File: src/rtl/ecc_csr_pkg.sv
package ecc_csr_pkg;
  localparam int REG_W      = 32;
  localparam int NIB_W      = 4;
  localparam int CODE_W     = 4;
  localparam int KIND_W     = 2;
  localparam int SLOTS      = 3;
  localparam int MODE_BIT   = 31;
  localparam int NOCORR_BIT = 30;
  localparam int UPD_BIT    = 28;
  localparam int ATTR_LSB   = 24;
  localparam int CMD2_LSB   = 20;
  localparam int CMD1_LSB   = 16;
  localparam int CODE_LSB   = 0;

  typedef enum logic [KIND_W-1:0] {
    PH_ADDR1 = 2'd0,
    PH_ADDR2 = 2'd1,
    PH_ATTR  = 2'd2,
    PH_OTHER = 2'd3
  } phase_kind_e;

  typedef struct packed {
    logic [NIB_W-1:0] attr;
    logic [NIB_W-1:0] cmd2;
    logic [NIB_W-1:0] cmd1;
  } cbe_set_t;
endpackage

File: src/rtl/ecc_rst_sync.sv
module ecc_rst_sync #(
  parameter int STAGES = 2
) (
  input  logic clk_i,
  input  logic rst_ni,
  output logic rst_no
);
  logic [STAGES-1:0] sync_q;
  logic [STAGES-1:0] sync_d;

  always_comb begin
    sync_d = {sync_q[STAGES-2:0], 1'b1};
  end

  always_ff @(posedge clk_i or negedge rst_ni) begin
    if (!rst_ni) begin
      sync_q <= '0;
    end else begin
      sync_q <= sync_d;
    end
  end

  assign rst_no = sync_q[STAGES-1];
endmodule

File: src/rtl/ecc_phase_hold.sv
module ecc_phase_hold
  import ecc_csr_pkg::*;
(
  input  logic              clk_i,
  input  logic              rst_ni,
  input  logic              ph_valid_i,
  input  logic [KIND_W-1:0] ph_kind_i,
  input  logic [NIB_W-1:0]  ph_cbe_i,
  output cbe_set_t          held_o
);
  logic [SLOTS-1:0][NIB_W-1:0] slots;
  logic dac_q;
  logic dac_d;
  logic dac_en;

  for (genvar s = 0; s < SLOTS; s++) begin : g_slot
    logic             hit;
    logic [NIB_W-1:0] nib_q;
    assign hit = ph_valid_i && (ph_kind_i == KIND_W'(s));
    always_ff @(posedge clk_i or negedge rst_ni) begin
      if (!rst_ni) begin
        nib_q <= '0;
      end else if (hit) begin
        nib_q <= ph_cbe_i;
      end
    end
    assign slots[s] = nib_q;
  end

  always_comb begin
    dac_en = 1'b0;
    dac_d  = dac_q;
    if (ph_valid_i && ph_kind_i == PH_ADDR1) begin
      dac_en = 1'b1;
      dac_d  = 1'b0;
    end else if (ph_valid_i && ph_kind_i == PH_ADDR2) begin
      dac_en = 1'b1;
      dac_d  = 1'b1;
    end
  end

  always_ff @(posedge clk_i or negedge rst_ni) begin
    if (!rst_ni) begin
      dac_q <= 1'b0;
    end else if (dac_en) begin
      dac_q <= dac_d;
    end
  end

  always_comb begin
    held_o.cmd1 = slots[PH_ADDR1];
    held_o.cmd2 = dac_q ? slots[PH_ADDR2] : '0;
    held_o.attr = slots[PH_ATTR];
  end
endmodule

File: src/rtl/ecc_ctrl_bits.sv
module ecc_ctrl_bits (
  input  logic clk_i,
  input  logic rst_ni,
  input  logic strap_i,
  input  logic wr_i,
  input  logic upd_i,
  input  logic wmode_i,
  input  logic wnocorr_i,
  input  logic strobe_i,
  input  logic correctable_i,
  output logic mode_o,
  output logic nocorr_o,
  output logic strap_done_o,
  output logic corrected_o,
  output logic uncorrected_o
);
  logic mode_q, mode_d;
  logic nocorr_q, nocorr_d;
  logic done_q;
  logic ctrl_en;
  logic fix_ok;
  logic corr_q, corr_d;
  logic unc_q, unc_d;

  always_comb begin
    ctrl_en  = 1'b0;
    mode_d   = mode_q;
    nocorr_d = nocorr_q;
    if (!done_q) begin
      ctrl_en  = 1'b1;
      mode_d   = strap_i;
      nocorr_d = 1'b0;
    end else if (wr_i && upd_i) begin
      ctrl_en  = 1'b1;
      mode_d   = wmode_i;
      nocorr_d = wnocorr_i;
    end
  end

  always_comb begin
    fix_ok = mode_q && correctable_i && !nocorr_q;
    corr_d = strobe_i && fix_ok;
    unc_d  = strobe_i && !fix_ok;
  end

  always_ff @(posedge clk_i or negedge rst_ni) begin
    if (!rst_ni) begin
      mode_q   <= 1'b0;
      nocorr_q <= 1'b0;
      done_q   <= 1'b0;
      corr_q   <= 1'b0;
      unc_q    <= 1'b0;
    end else begin
      if (ctrl_en) begin
        mode_q   <= mode_d;
        nocorr_q <= nocorr_d;
      end
      done_q <= 1'b1;
      corr_q <= corr_d;
      unc_q  <= unc_d;
    end
  end

  assign mode_o        = mode_q;
  assign nocorr_o      = nocorr_q;
  assign strap_done_o  = done_q;
  assign corrected_o   = corr_q;
  assign uncorrected_o = unc_q;
endmodule

File: src/rtl/ecc_capture_regs.sv
module ecc_capture_regs
  import ecc_csr_pkg::*;
(
  input  logic              clk_i,
  input  logic              rst_ni,
  input  logic              strobe_i,
  input  logic [CODE_W-1:0] code_i,
  input  logic              rd_i,
  input  cbe_set_t          held_i,
  output cbe_set_t          cap_o,
  output logic [CODE_W-1:0] code_o
);
  cbe_set_t          cap_q;
  logic [CODE_W-1:0] code_q, code_d;
  logic              cap_en;
  logic              code_en;

  always_comb begin
    cap_en  = strobe_i && (code_i != '0) && (code_q == '0);
    code_en = cap_en || rd_i;
    code_d  = cap_en ? code_i : '0;
  end

  always_ff @(posedge clk_i or negedge rst_ni) begin
    if (!rst_ni) begin
      cap_q  <= '0;
      code_q <= '0;
    end else begin
      if (cap_en) begin
        cap_q <= held_i;
      end
      if (code_en) begin
        code_q <= code_d;
      end
    end
  end

  assign cap_o  = cap_q;
  assign code_o = code_q;
endmodule

File: src/rtl/ecc_errcap_csr.sv
module ecc_errcap_csr
  import ecc_csr_pkg::*;
#(
  parameter int RST_STAGES = 2
) (
  input  logic              clk_i,
  input  logic              rst_ni,
  input  logic              mode_strap_i,
  input  logic              reg_wr_i,
  input  logic              reg_rd_i,
  input  logic [REG_W-1:0]  reg_wdata_i,
  output logic [REG_W-1:0]  reg_rdata_o,
  input  logic              ph_valid_i,
  input  logic [KIND_W-1:0] ph_kind_i,
  input  logic [NIB_W-1:0]  ph_cbe_i,
  input  logic              err_strobe_i,
  input  logic [CODE_W-1:0] err_phase_i,
  input  logic              err_correctable_i,
  output logic              ecc_mode_o,
  output logic              err_corrected_o,
  output logic              err_uncorrected_o
);
  logic              rst_sync_n;
  logic              mode;
  logic              nocorr;
  logic              strap_done;
  cbe_set_t          held;
  cbe_set_t          cap;
  logic [CODE_W-1:0] code;

  ecc_rst_sync #(.STAGES(RST_STAGES)) u_rst (
    .clk_i (clk_i),
    .rst_ni(rst_ni),
    .rst_no(rst_sync_n)
  );

  ecc_phase_hold u_hold (
    .clk_i     (clk_i),
    .rst_ni    (rst_sync_n),
    .ph_valid_i(ph_valid_i),
    .ph_kind_i (ph_kind_i),
    .ph_cbe_i  (ph_cbe_i),
    .held_o    (held)
  );

  ecc_ctrl_bits u_ctrl (
    .clk_i        (clk_i),
    .rst_ni       (rst_sync_n),
    .strap_i      (mode_strap_i),
    .wr_i         (reg_wr_i),
    .upd_i        (reg_wdata_i[UPD_BIT]),
    .wmode_i      (reg_wdata_i[MODE_BIT]),
    .wnocorr_i    (reg_wdata_i[NOCORR_BIT]),
    .strobe_i     (err_strobe_i),
    .correctable_i(err_correctable_i),
    .mode_o       (mode),
    .nocorr_o     (nocorr),
    .strap_done_o (strap_done),
    .corrected_o  (err_corrected_o),
    .uncorrected_o(err_uncorrected_o)
  );

  ecc_capture_regs u_cap (
    .clk_i   (clk_i),
    .rst_ni  (rst_sync_n),
    .strobe_i(err_strobe_i),
    .code_i  (err_phase_i),
    .rd_i    (reg_rd_i),
    .held_i  (held),
    .cap_o   (cap),
    .code_o  (code)
  );

  always_comb begin
    reg_rdata_o                        = '0;
    reg_rdata_o[MODE_BIT]              = mode;
    reg_rdata_o[NOCORR_BIT]            = nocorr;
    reg_rdata_o[ATTR_LSB +: NIB_W]     = cap.attr;
    reg_rdata_o[CMD2_LSB +: NIB_W]     = cap.cmd2;
    reg_rdata_o[CMD1_LSB +: NIB_W]     = cap.cmd1;
    reg_rdata_o[CODE_LSB +: CODE_W]    = code;
  end

  assign ecc_mode_o = mode;
endmodule

File: config.mk
export PLATFORM = sky130hd
export DESIGN_NAME = ecc_errcap_csr
export DESIGN_NICKNAME = d
export VERILOG_FILES = /design/src/rtl/ecc_csr_pkg.sv /design/src/rtl/ecc_rst_sync.sv /design/src/rtl/ecc_phase_hold.sv /design/src/rtl/ecc_ctrl_bits.sv /design/src/rtl/ecc_capture_regs.sv /design/src/rtl/ecc_errcap_csr.sv
export SDC_FILE = /design/constraint.sdc
export NUM_CORES = 1
export LEC_CHECK = 0
export BUFFER_PORTS_ARGS = -buffer_cell sky130_fd_sc_hd__buf_2
export CAP_MARGIN = 20
export CELL_PAD_IN_SITES_DETAIL_PLACEMENT = 1
export CELL_PAD_IN_SITES_GLOBAL_PLACEMENT = 1
export CORE_ASPECT_RATIO = 0.75
export CORE_UTILIZATION = 33
export DETAILED_ROUTE_END_ITERATION = 6
export GPL_TIMING_DRIVEN = 0
export PLACE_DENSITY = 0.9
export SLEW_MARGIN = 10
export SYNTH_ARGS = -nofsm -noshare
export SYNTH_HDL_FRONTEND = slang
export SYNTH_SLANG_ARGS = --single-unit
File: constraint.sdc
create_clock -name clk_i -period 1.4 [get_ports clk_i]
set_clock_uncertainty 0.05 [all_clocks]
set_input_delay 0.07 -clock clk_i [delete_from_list [all_inputs] [get_ports clk_i]]
set_output_delay 0.07 -clock clk_i [all_outputs]
set_load 0.02 [all_outputs]
---- Word level (Yosys, flattened, before mapping) ----
Index checks and enable logic that the tools add are counted.
storage, ports and cells
  register bits ........................... 36
  input port bits ......................... 50
  word-level logic and storage cells ...... 48
operators by class
  equal/unequal tests ..................... 3
  multiplexer cells ....................... 12
  reductions and logical operators ........ 19
operators with widths
  cell                  number
  $logic_and A1 B1 Y1   10
  $mux W1               10
  $mux W4               2
  $logic_not A4 Y1      1
  $reduce_and A2 Y1     2
  $reduce_bool A4 Y1    1
  $eq A2 B1 Y1 const B  1
  $eq A2 B2 Y1 const B  1
  $logic_not A1 Y1      2
  $logic_not A2 Y1      1
  $ne A2 B2 Y1 const B  1
  $reduce_bool A2 Y1    1
  $logic_or A1 B1 Y1    1

---- Longest topological paths before layout ----
Gate-level depths: netlist of the first run.
  word-level depth ........................ 5
  mapped depth ............................ 4
  gate-level depth less buffers ........... 3

---- Modules after synthesis ----
Synthesis of the first run repeated with hierarchy kept, for this count alone.
unflattened totals
  cell total of the unflattened synthesis .. 109
  area total of the unflattened synthesis .. 1581.5 µm²
by module, submodules not included
  module            times used  cells each  area an instance (µm²)
  ecc_capture_regs  1           38          673.1
  ecc_phase_hold    1           35          536.8
  ecc_ctrl_bits     1           16          193.9
  ecc_errcap_csr    1           17          123.9
  ecc_rst_sync      1           3           53.8

---- Least setup slack after synthesis of the first run ----
No wires, ideal clock.
  path kind ............................... register to register
  start point ............................. register u_cap.code_q[2], in the netlist u_cap.code_o[2]
  end point ............................... register u_cap.cap_q (netlist bit u_cap.cap_o[10])
  setup time .............................. 0.125 ns
  arrival time ............................ 1.443 ns
  data required time ...................... 1.225 ns
  setup slack ............................. -0.218 ns
  stages on the path, launching flop included .. 5
  clock period less this slack ............ 1.618 ns
  cells stage by stage .................... dfrtp_1 -> nand2b_1 -> nor4b_4 -> buf_8 -> mux2_4
on the way
  longest elaborated chain between the ends .. 2
RTL lines
  what                      RTL line                source
  start: declaration        ecc_capture_regs.sv:14  logic [CODE_W-1:0] code_q, code_d;
  start signal: assignment  ecc_capture_regs.sv:33  code_q <= code_d;
  $logic_not A4 Y1          ecc_capture_regs.sv:19  cap_en = strobe_i && (code_i != '0) && (code_q == '0);
  $logic_and A1 B1 Y1       ecc_capture_regs.sv:19
  end signal: assignment    ecc_capture_regs.sv:30  cap_q <= held_i;
  end: declaration          ecc_capture_regs.sv:13  cbe_set_t cap_q;
Every way passes these cells.
A chain may end at the register's enable or synchronous reset.

---- Worst setup path in the final report of the first run ----
  start point ............................. register u_cap.code_q[2], in the netlist u_cap.code_o[2]
  end point ............................... register u_cap.cap_q (netlist bit u_cap.cap_o[9])
Same word-level chain as after synthesis.

==> results of run 1 <==
cells in the final DEF, fill, tap and decap left out, types with 3 or more instances in the layout:
master	count
mux2_2	12
buf_4	19
nand2_1	9
buf_2	41
mux2_4	8
a22o_1	4
conb_1	16
mux2i_1	5
dfrtp_1	34
nor2_1	3
clkbuf_8	7
inv_1	5
dlygate4sd3_1	6
state kept, by name, summed over array words and instances (netlist names):
signal,flops
u_hold.g_slot.nib_q,12
u_ctrl.uncorrected_o,1
u_cap.cap_o,12
u_ctrl.nocorr_o,1
u_rst.sync_q,2
u_ctrl.strap_done_o,1
u_hold.dac_q,1
u_cap.code_o,4
u_ctrl.mode_o,1
u_ctrl.corrected_o,1
cell families after synthesis:
group / count (synthesis) / synth area share [%]
AO/OA/AOI/OAI: 7 / 3.55
buffers and inverters: 22 / 9.92
flip-flops: 36 / 58.1
multiplexers: 25 / 19.2
other: 2 / 0.484
AND/OR/NAND/NOR: 21 / 8.79
critical path, delay by kind of cell (launching register included):
kind                   cells  cell delay (ns)
DFF                        1             0.41
buffers and inverters      1             0.19
and+or+nand+nor            2             0.46
muxes                      1             0.30
metal layers:
layer  vias up  part of all wire [%]  global-route usage [%]
met4         0                   2.0                    7.65
met3         8                   5.5                    4.59
met5         -                     0                       0
met1       499                    45                    16.6
met2        29                    47                    20.9
li1        491                     -                       -
worst paths after layout:
kind	endpoint	slack, ns	cells after the start
max	u_cap.cap_o[9]	-0.14	4
min	u_hold.g_slot[2].nib_q[2]	0.01	2
max reg2reg	u_cap.cap_o[9]	-0.14	4
min reg2reg	u_cap.code_o[3]	0.29	0
max in group asynchronous	u_cap.code_o[2]	0.51	0
min in group asynchronous	u_rst.sync_q[0]	0.03	2
metrics by stage:
| step | std cells | cell area [um^2] | setup WS (ns) | hold WS (ns) |
|---|---|---|---|---|
| 3_5_place_dp | 225 | 1890 | -0.249 | -0.193 |
| 3_3_place_gp | 225 | 1890 | -0.222 | -0.194 |
| 5_1_grt | 242 | 2090 | -0.213 | 0.000467 |
| 6_report | 242 | 2090 | -0.143 | 0.0101 |
| 4_1_cts | 241 | 2080 | -0.163 | 0.00200 |
| 2_1_floorplan | 127 | 1610 | -0.194 | -0.276 |
layout make-up:
cell class | instances | area [um^2] | share of cell area (%)
Timing Repair Buffer | 51 | 299 | 14.3
Tap cell | 57 | 71.3 | 3.42
Multi-Input combinational cell | 69 | 564 | 27.0
Sequential cell | 36 | 903 | 43.3
Inverter | 5 | 18.8 | 0.899
Buffer | 17 | 135 | 6.47
Clock buffer | 7 | 96.3 | 4.61
repair_timing:
item,CTS,global route
setup endpoints to repair,14,16
gates cloned,0,0
setup buffers,3,1
hold buffers,6,0
gates resized for setup,2,1
pin swaps,1,1
endpoints found under the hold margin,7,0
power by group:
part / switching (mW) / internal (mW) / total [mW]
Combinational: 0.645 / 0.671 / 1.32
Clock: 0.336 / 0.438 / 0.773
Sequential: 0.193 / 1.34 / 1.53
Total: 1.17 / 2.45 / 3.62
==> flow_metrics.py, run 1 <==
metrics = {
    "route": {
        "drtIter0Drc": 20,
        "dr_total_vias": 1027,
        "ant_nets": 0,
        "avgRoutedWirePerCell_um": 12.2,
        "drt_pre_antenna_iters": 3,
        "drc_errors": 0,
        "routed_via_density": 4.24,
        "wl_um": 2940,
    },
    "floorplanning": {
        "initial_utilization_pct": 34.5,
        "row_count": 21,
        "die_area_um2": 4980,
        "io-pin-count": 85,
        "die_y_um": 61.4,
        "die_w_um": 81.2,
        "fp.coreArea_um2": 4490,
    },
    "clock_network": {
        "clk_path_buf_depth": 2,
        "cts_max_level": 2,
        "clk_latency_ns": 0.28,
        "cts_tree": "done",
        "clkTransAtPathRegs_ns": 0.07,
        "root_buffer": "clkbuf_8",
        "clock-sinks": 36,
        "cts-buffers-inserted": 5,
    },
    "worst_setup_path": {
        "crit_type": "reg2reg",
        "crit_fanout": 9,
        "cp-start-kind": "flip-flop",
        "r2r_start": "u_cap.code_o[2]",
        "critPathSlowestCell": "dfrtp_2",
        "cp-end-kind": "flip-flop",
        "required_ns": 1.51,
        "crit_path_start": "u_cap.code_o[2]",
        "cpPeakStageDelay_ns": 0.41,
        "worstPathArrival_ns": 1.66,
        "cp_cell_sequence": "nand2b_4 > nor4b_4 > buf_8 > mux2_4",
    },
    "synth": {
        "synth_warnings": 0,
        "synth_area_leader_cell": "dfrtp_1",
        "synthTopCellsByCount": "36 x dfrtp_1, 16 x buf_4, 13 x mux2_2",
        "async_flop_share_pct": 100,
        "synth.area.top_cells": "dfrtp_1 58%, mux2_2 9.4%, buf_4 7.7%",
        "synth.top_cell.area_share_pct": 58.1,
        "yosysMostFrequentCell": "dfrtp_1",
        "yosys_most_used_dff": "dfrtp_1",
        "syn-cell-area_um2": 1550,
        "synth-seq-area-share_pct": 58.1,
        "synth.distinct_cells": 22,
        "synth_cells": 113,
        "synth-edff-count": 0,
        "ys_seq_elements": 36,
        "syn-mean-instance-area_um2": 13.7,
    },
    "timing": {
        "min_period_over_period_pct": 110,
        "relSlewSlack_pct": 51.5,
        "worst_pin_slew_ns": 0.727,
        "final-setup-viol-count": 12,
        "hold_viol_final": 0,
        "clock.fmax_ghz": 0.648,
        "slew_viol_final": 0,
        "tns_ns": -1.32,
        "final.min_clock_period_ns": 1.54,
        "fin_ws_ns": -0.143,
        "grt_setup_unrepaired": "true",
    },
    "grt": {
        "gr-total-overflow": 0,
        "grt_pass1_wl_um": 4620,
        "grt_max_degree": 35,
        "antenna_found_initial": 0,
        "gr-usage-all-layers_pct": 13.4,
        "first_global_vias": 973,
    },
    "pwr": {
        "power_mw": 3.62,
        "p_per_area_nw_per_um2": 1730,
        "leakage_nw": 1.07,
        "irDropWorstVdd_mv": 0.798,
    },
    "hold_path": {
        "hold_path_class": "in2reg",
        "min-delay-start": "ph_cbe_i[2]",
    },
    "finish": {
        "final_layout_size_suffix_gt1_share_pct": 50.8,
        "fin_nets": 235,
        "finalCoreUtilization_pct": 46.5,
        "nFillCells": 505,
        "diodes": 0,
        "area_growth_pct": 34.6,
    },
    "placed_design": {
        "gp_congestion": 0.695,
        "dp_hpwl_um": 2160,
        "portBuffers": 41,
    },
    "status": {
        "violations": "negative setup slack",
        "status": "finished with violations",
    },
    "flow_run": {
        "maxCapViolCount": 0,
    },
}
Note: power is estimated with default switching activity, not from simulation.
==> run 2: changes to the inputs <==
--- a/config.mk
+++ b/config.mk
@@ -11,6 +11,7 @@
 export CELL_PAD_IN_SITES_GLOBAL_PLACEMENT = 1
 export CORE_ASPECT_RATIO = 0.75
 export CORE_UTILIZATION = 33
+export CTS_BUF_LIST = sky130_fd_sc_hd__clkbuf_16
 export DETAILED_ROUTE_END_ITERATION = 6
 export GPL_TIMING_DRIVEN = 0
 export PLACE_DENSITY = 0.9
==> run 2 against run 1 <==
The run still ends with negative setup slack left. Power rose by 6.1%. Register-to-register slack about the same. Combinational power about the same. First-iteration DRC count decreased by 20%. Global-route usage decreased by 0.36 points. Worst hold slack worse by 0.0017 ns. Final area down 0.18%. Worst setup slack better by 0.0066 ns. Fmax grew 0.43%. Die area did not move. Via count decreased by 1.3%. Critical endpoint is now u_cap.cap_o[11].
==> flow_metrics.py, run 2 (same netlist as run 1, synthesis figures left out) <==
metrics = {
    "status": {
        "status": "finished with violations",
        "violations": "negative setup slack",
    },
    "placed_design": {
        "gp_congestion": 0.695,
        "portBuffers": 41,
        "place_ws_ns": -0.249,
        "dp_hpwl_um": 2160,
        "place_inst": 225,
        "placed_area_um2": 1890,
    },
    "timing": {
        "tns_ns": -1.26,
        "final-setup-viol-count": 11,
        "slew_viol_final": 0,
        "hold_viol_final": 0,
        "final.min_clock_period_ns": 1.54,
        "relSlewSlack_pct": 51.4,
        "whs_ns": 0.00837,
        "grt_setup_unrepaired": "true",
        "worst_pin_slew_ns": 0.729,
        "clock.fmax_ghz": 0.651,
        "fin_ws_ns": -0.137,
        "min_period_over_period_pct": 110,
    },
    "finish": {
        "area_growth_pct": 34.4,
        "final_layout_size_suffix_gt1_share_pct": 50.8,
        "fin_nets": 231,
        "final_cell_area_um2": 2080,
        "fin_cells": 238,
        "layout_common_cells": "41 x buf_2, 34 x dfrtp_1, 19 x buf_4",
        "diodes": 0,
        "finalCoreUtilization_pct": 46.4,
        "final_common_cell": "buf_2",
        "nFillCells": 498,
    },
    "route": {
        "routed_via_density": 4.26,
        "avgRoutedWirePerCell_um": 12.0,
        "drc_errors": 0,
        "ant_nets": 0,
        "drtIter0Drc": 16,
        "wl_um": 2850,
        "drt_pre_antenna_iters": 3,
        "dr_total_vias": 1014,
    },
    "grt": {
        "antenna_found_initial": 0,
        "first_global_vias": 954,
        "gr-usage-all-layers_pct": 13.1,
        "use_met3_pct": 5.04,
        "gr-total-overflow": 0,
        "grt_use_met1_pct": 16.5,
        "grt_pass1_wl_um": 4520,
        "top_usage_layer": "met2",
        "met2_usage_pct": 20.0,
        "grt_max_degree": 35,
    },
    "hold_path": {
        "hold_path_class": "in2reg",
        "whs_path_depth": 3,
    },
    "flow_run": {
        "maxCapViolCount": 0,
    },
    "clock_network": {
        "cts_tree": "done",
        "clk_path_buf_depth": 2,
        "clkTransAtPathRegs_ns": 0.05,
        "clk_latency_ns": 0.27,
        "clock-sinks": 36,
        "root_buffer": "clkbuf_16",
        "cts-buffers-inserted": 5,
        "cts_max_level": 2,
    },
    "floorplanning": {
        "initial_utilization_pct": 34.5,
        "row_count": 21,
        "die_area_um2": 4980,
        "die_y_um": 61.4,
        "io-pin-count": 85,
        "fp.coreArea_um2": 4490,
        "die_w_um": 81.2,
    },
    "worst_setup_path": {
        "rr_worst_depth": 4,
        "cp-end-kind": "flip-flop",
        "worstReg2RegEnd": "u_cap.cap_o[11]",
        "crit_type": "reg2reg",
        "crit_path_start": "u_cap.code_o[2]",
        "required_ns": 1.50,
        "worstPathArrival_ns": 1.64,
        "r2r_start": "u_cap.code_o[2]",
        "r2r_setup_slack_ns": -0.14,
        "crit_fanout": 9,
        "endpoint": "u_cap.cap_o[11]",
        "cp-start-kind": "flip-flop",
    },
    "pwr": {
        "power_mw": 3.84,
        "irDropWorstVdd_mv": 0.863,
        "leakage_nw": 1.07,
        "p_per_area_nw_per_um2": 1840,
    },
}
==> run 2: what timing repair did <==
item / in CTS / in global routing
hold buffers: 2 / 0
resized for setup: 2 / 1
buffers inserted: 3 / 1
pin swaps: 1 / 1
setup endpoints to repair: 13 / 16
endpoints found under the hold margin: 3 / 0
==> run 2: per-layer routing <==
metal	routed length (um)	part of all wire, %
met1	1300	46
met5	0	0
met3	166	5.8
met2	1340	47
met4	42	1.5
==> run 2: layout make-up <==
cell class / count / area, um^2 / area share [%]
Sequential cell: 36 / 903 / 43.3
Multi-Input combinational cell: 69 / 564 / 27.1
Timing Repair Buffer: 47 / 259 / 12.4
Buffer: 17 / 135 / 6.48
Clock buffer: 5 / 125 / 6.00
Tap cell: 57 / 71.3 / 3.42
Inverter: 5 / 18.8 / 0.900
Clock inverter: 2 / 7.51 / 0.360
==> run 2: how the worst min path moves through the flow <==
| stage | from | endpoint |
|---|---|---|
| floorplan | rst_ni | u_rst.sync_q[0] |
| global placement | rst_ni | u_rst.sync_q[0] |
| detailed placement | rst_ni | u_rst.sync_q[0] |
| CTS | mode_strap_i | u_ctrl.mode_o |
| global route | err_phase_i[2] | u_cap.code_o[2] |
| finish | mode_strap_i | u_ctrl.mode_o |
==> run 2: worst max-delay path, cell delays in order (launching register included) <==
cell and delay [ns]:
dfrtp_2 0.40, nand2b_4 0.15, nor4b_4 0.31, buf_8 0.19
mux2_4 0.30
==> run 2: where the power goes <==
group	internal [mW]	switching, mW
Combinational	0.663	0.641
Sequential	1.34	0.194
Clock	0.635	0.367
Total	2.64	1.20
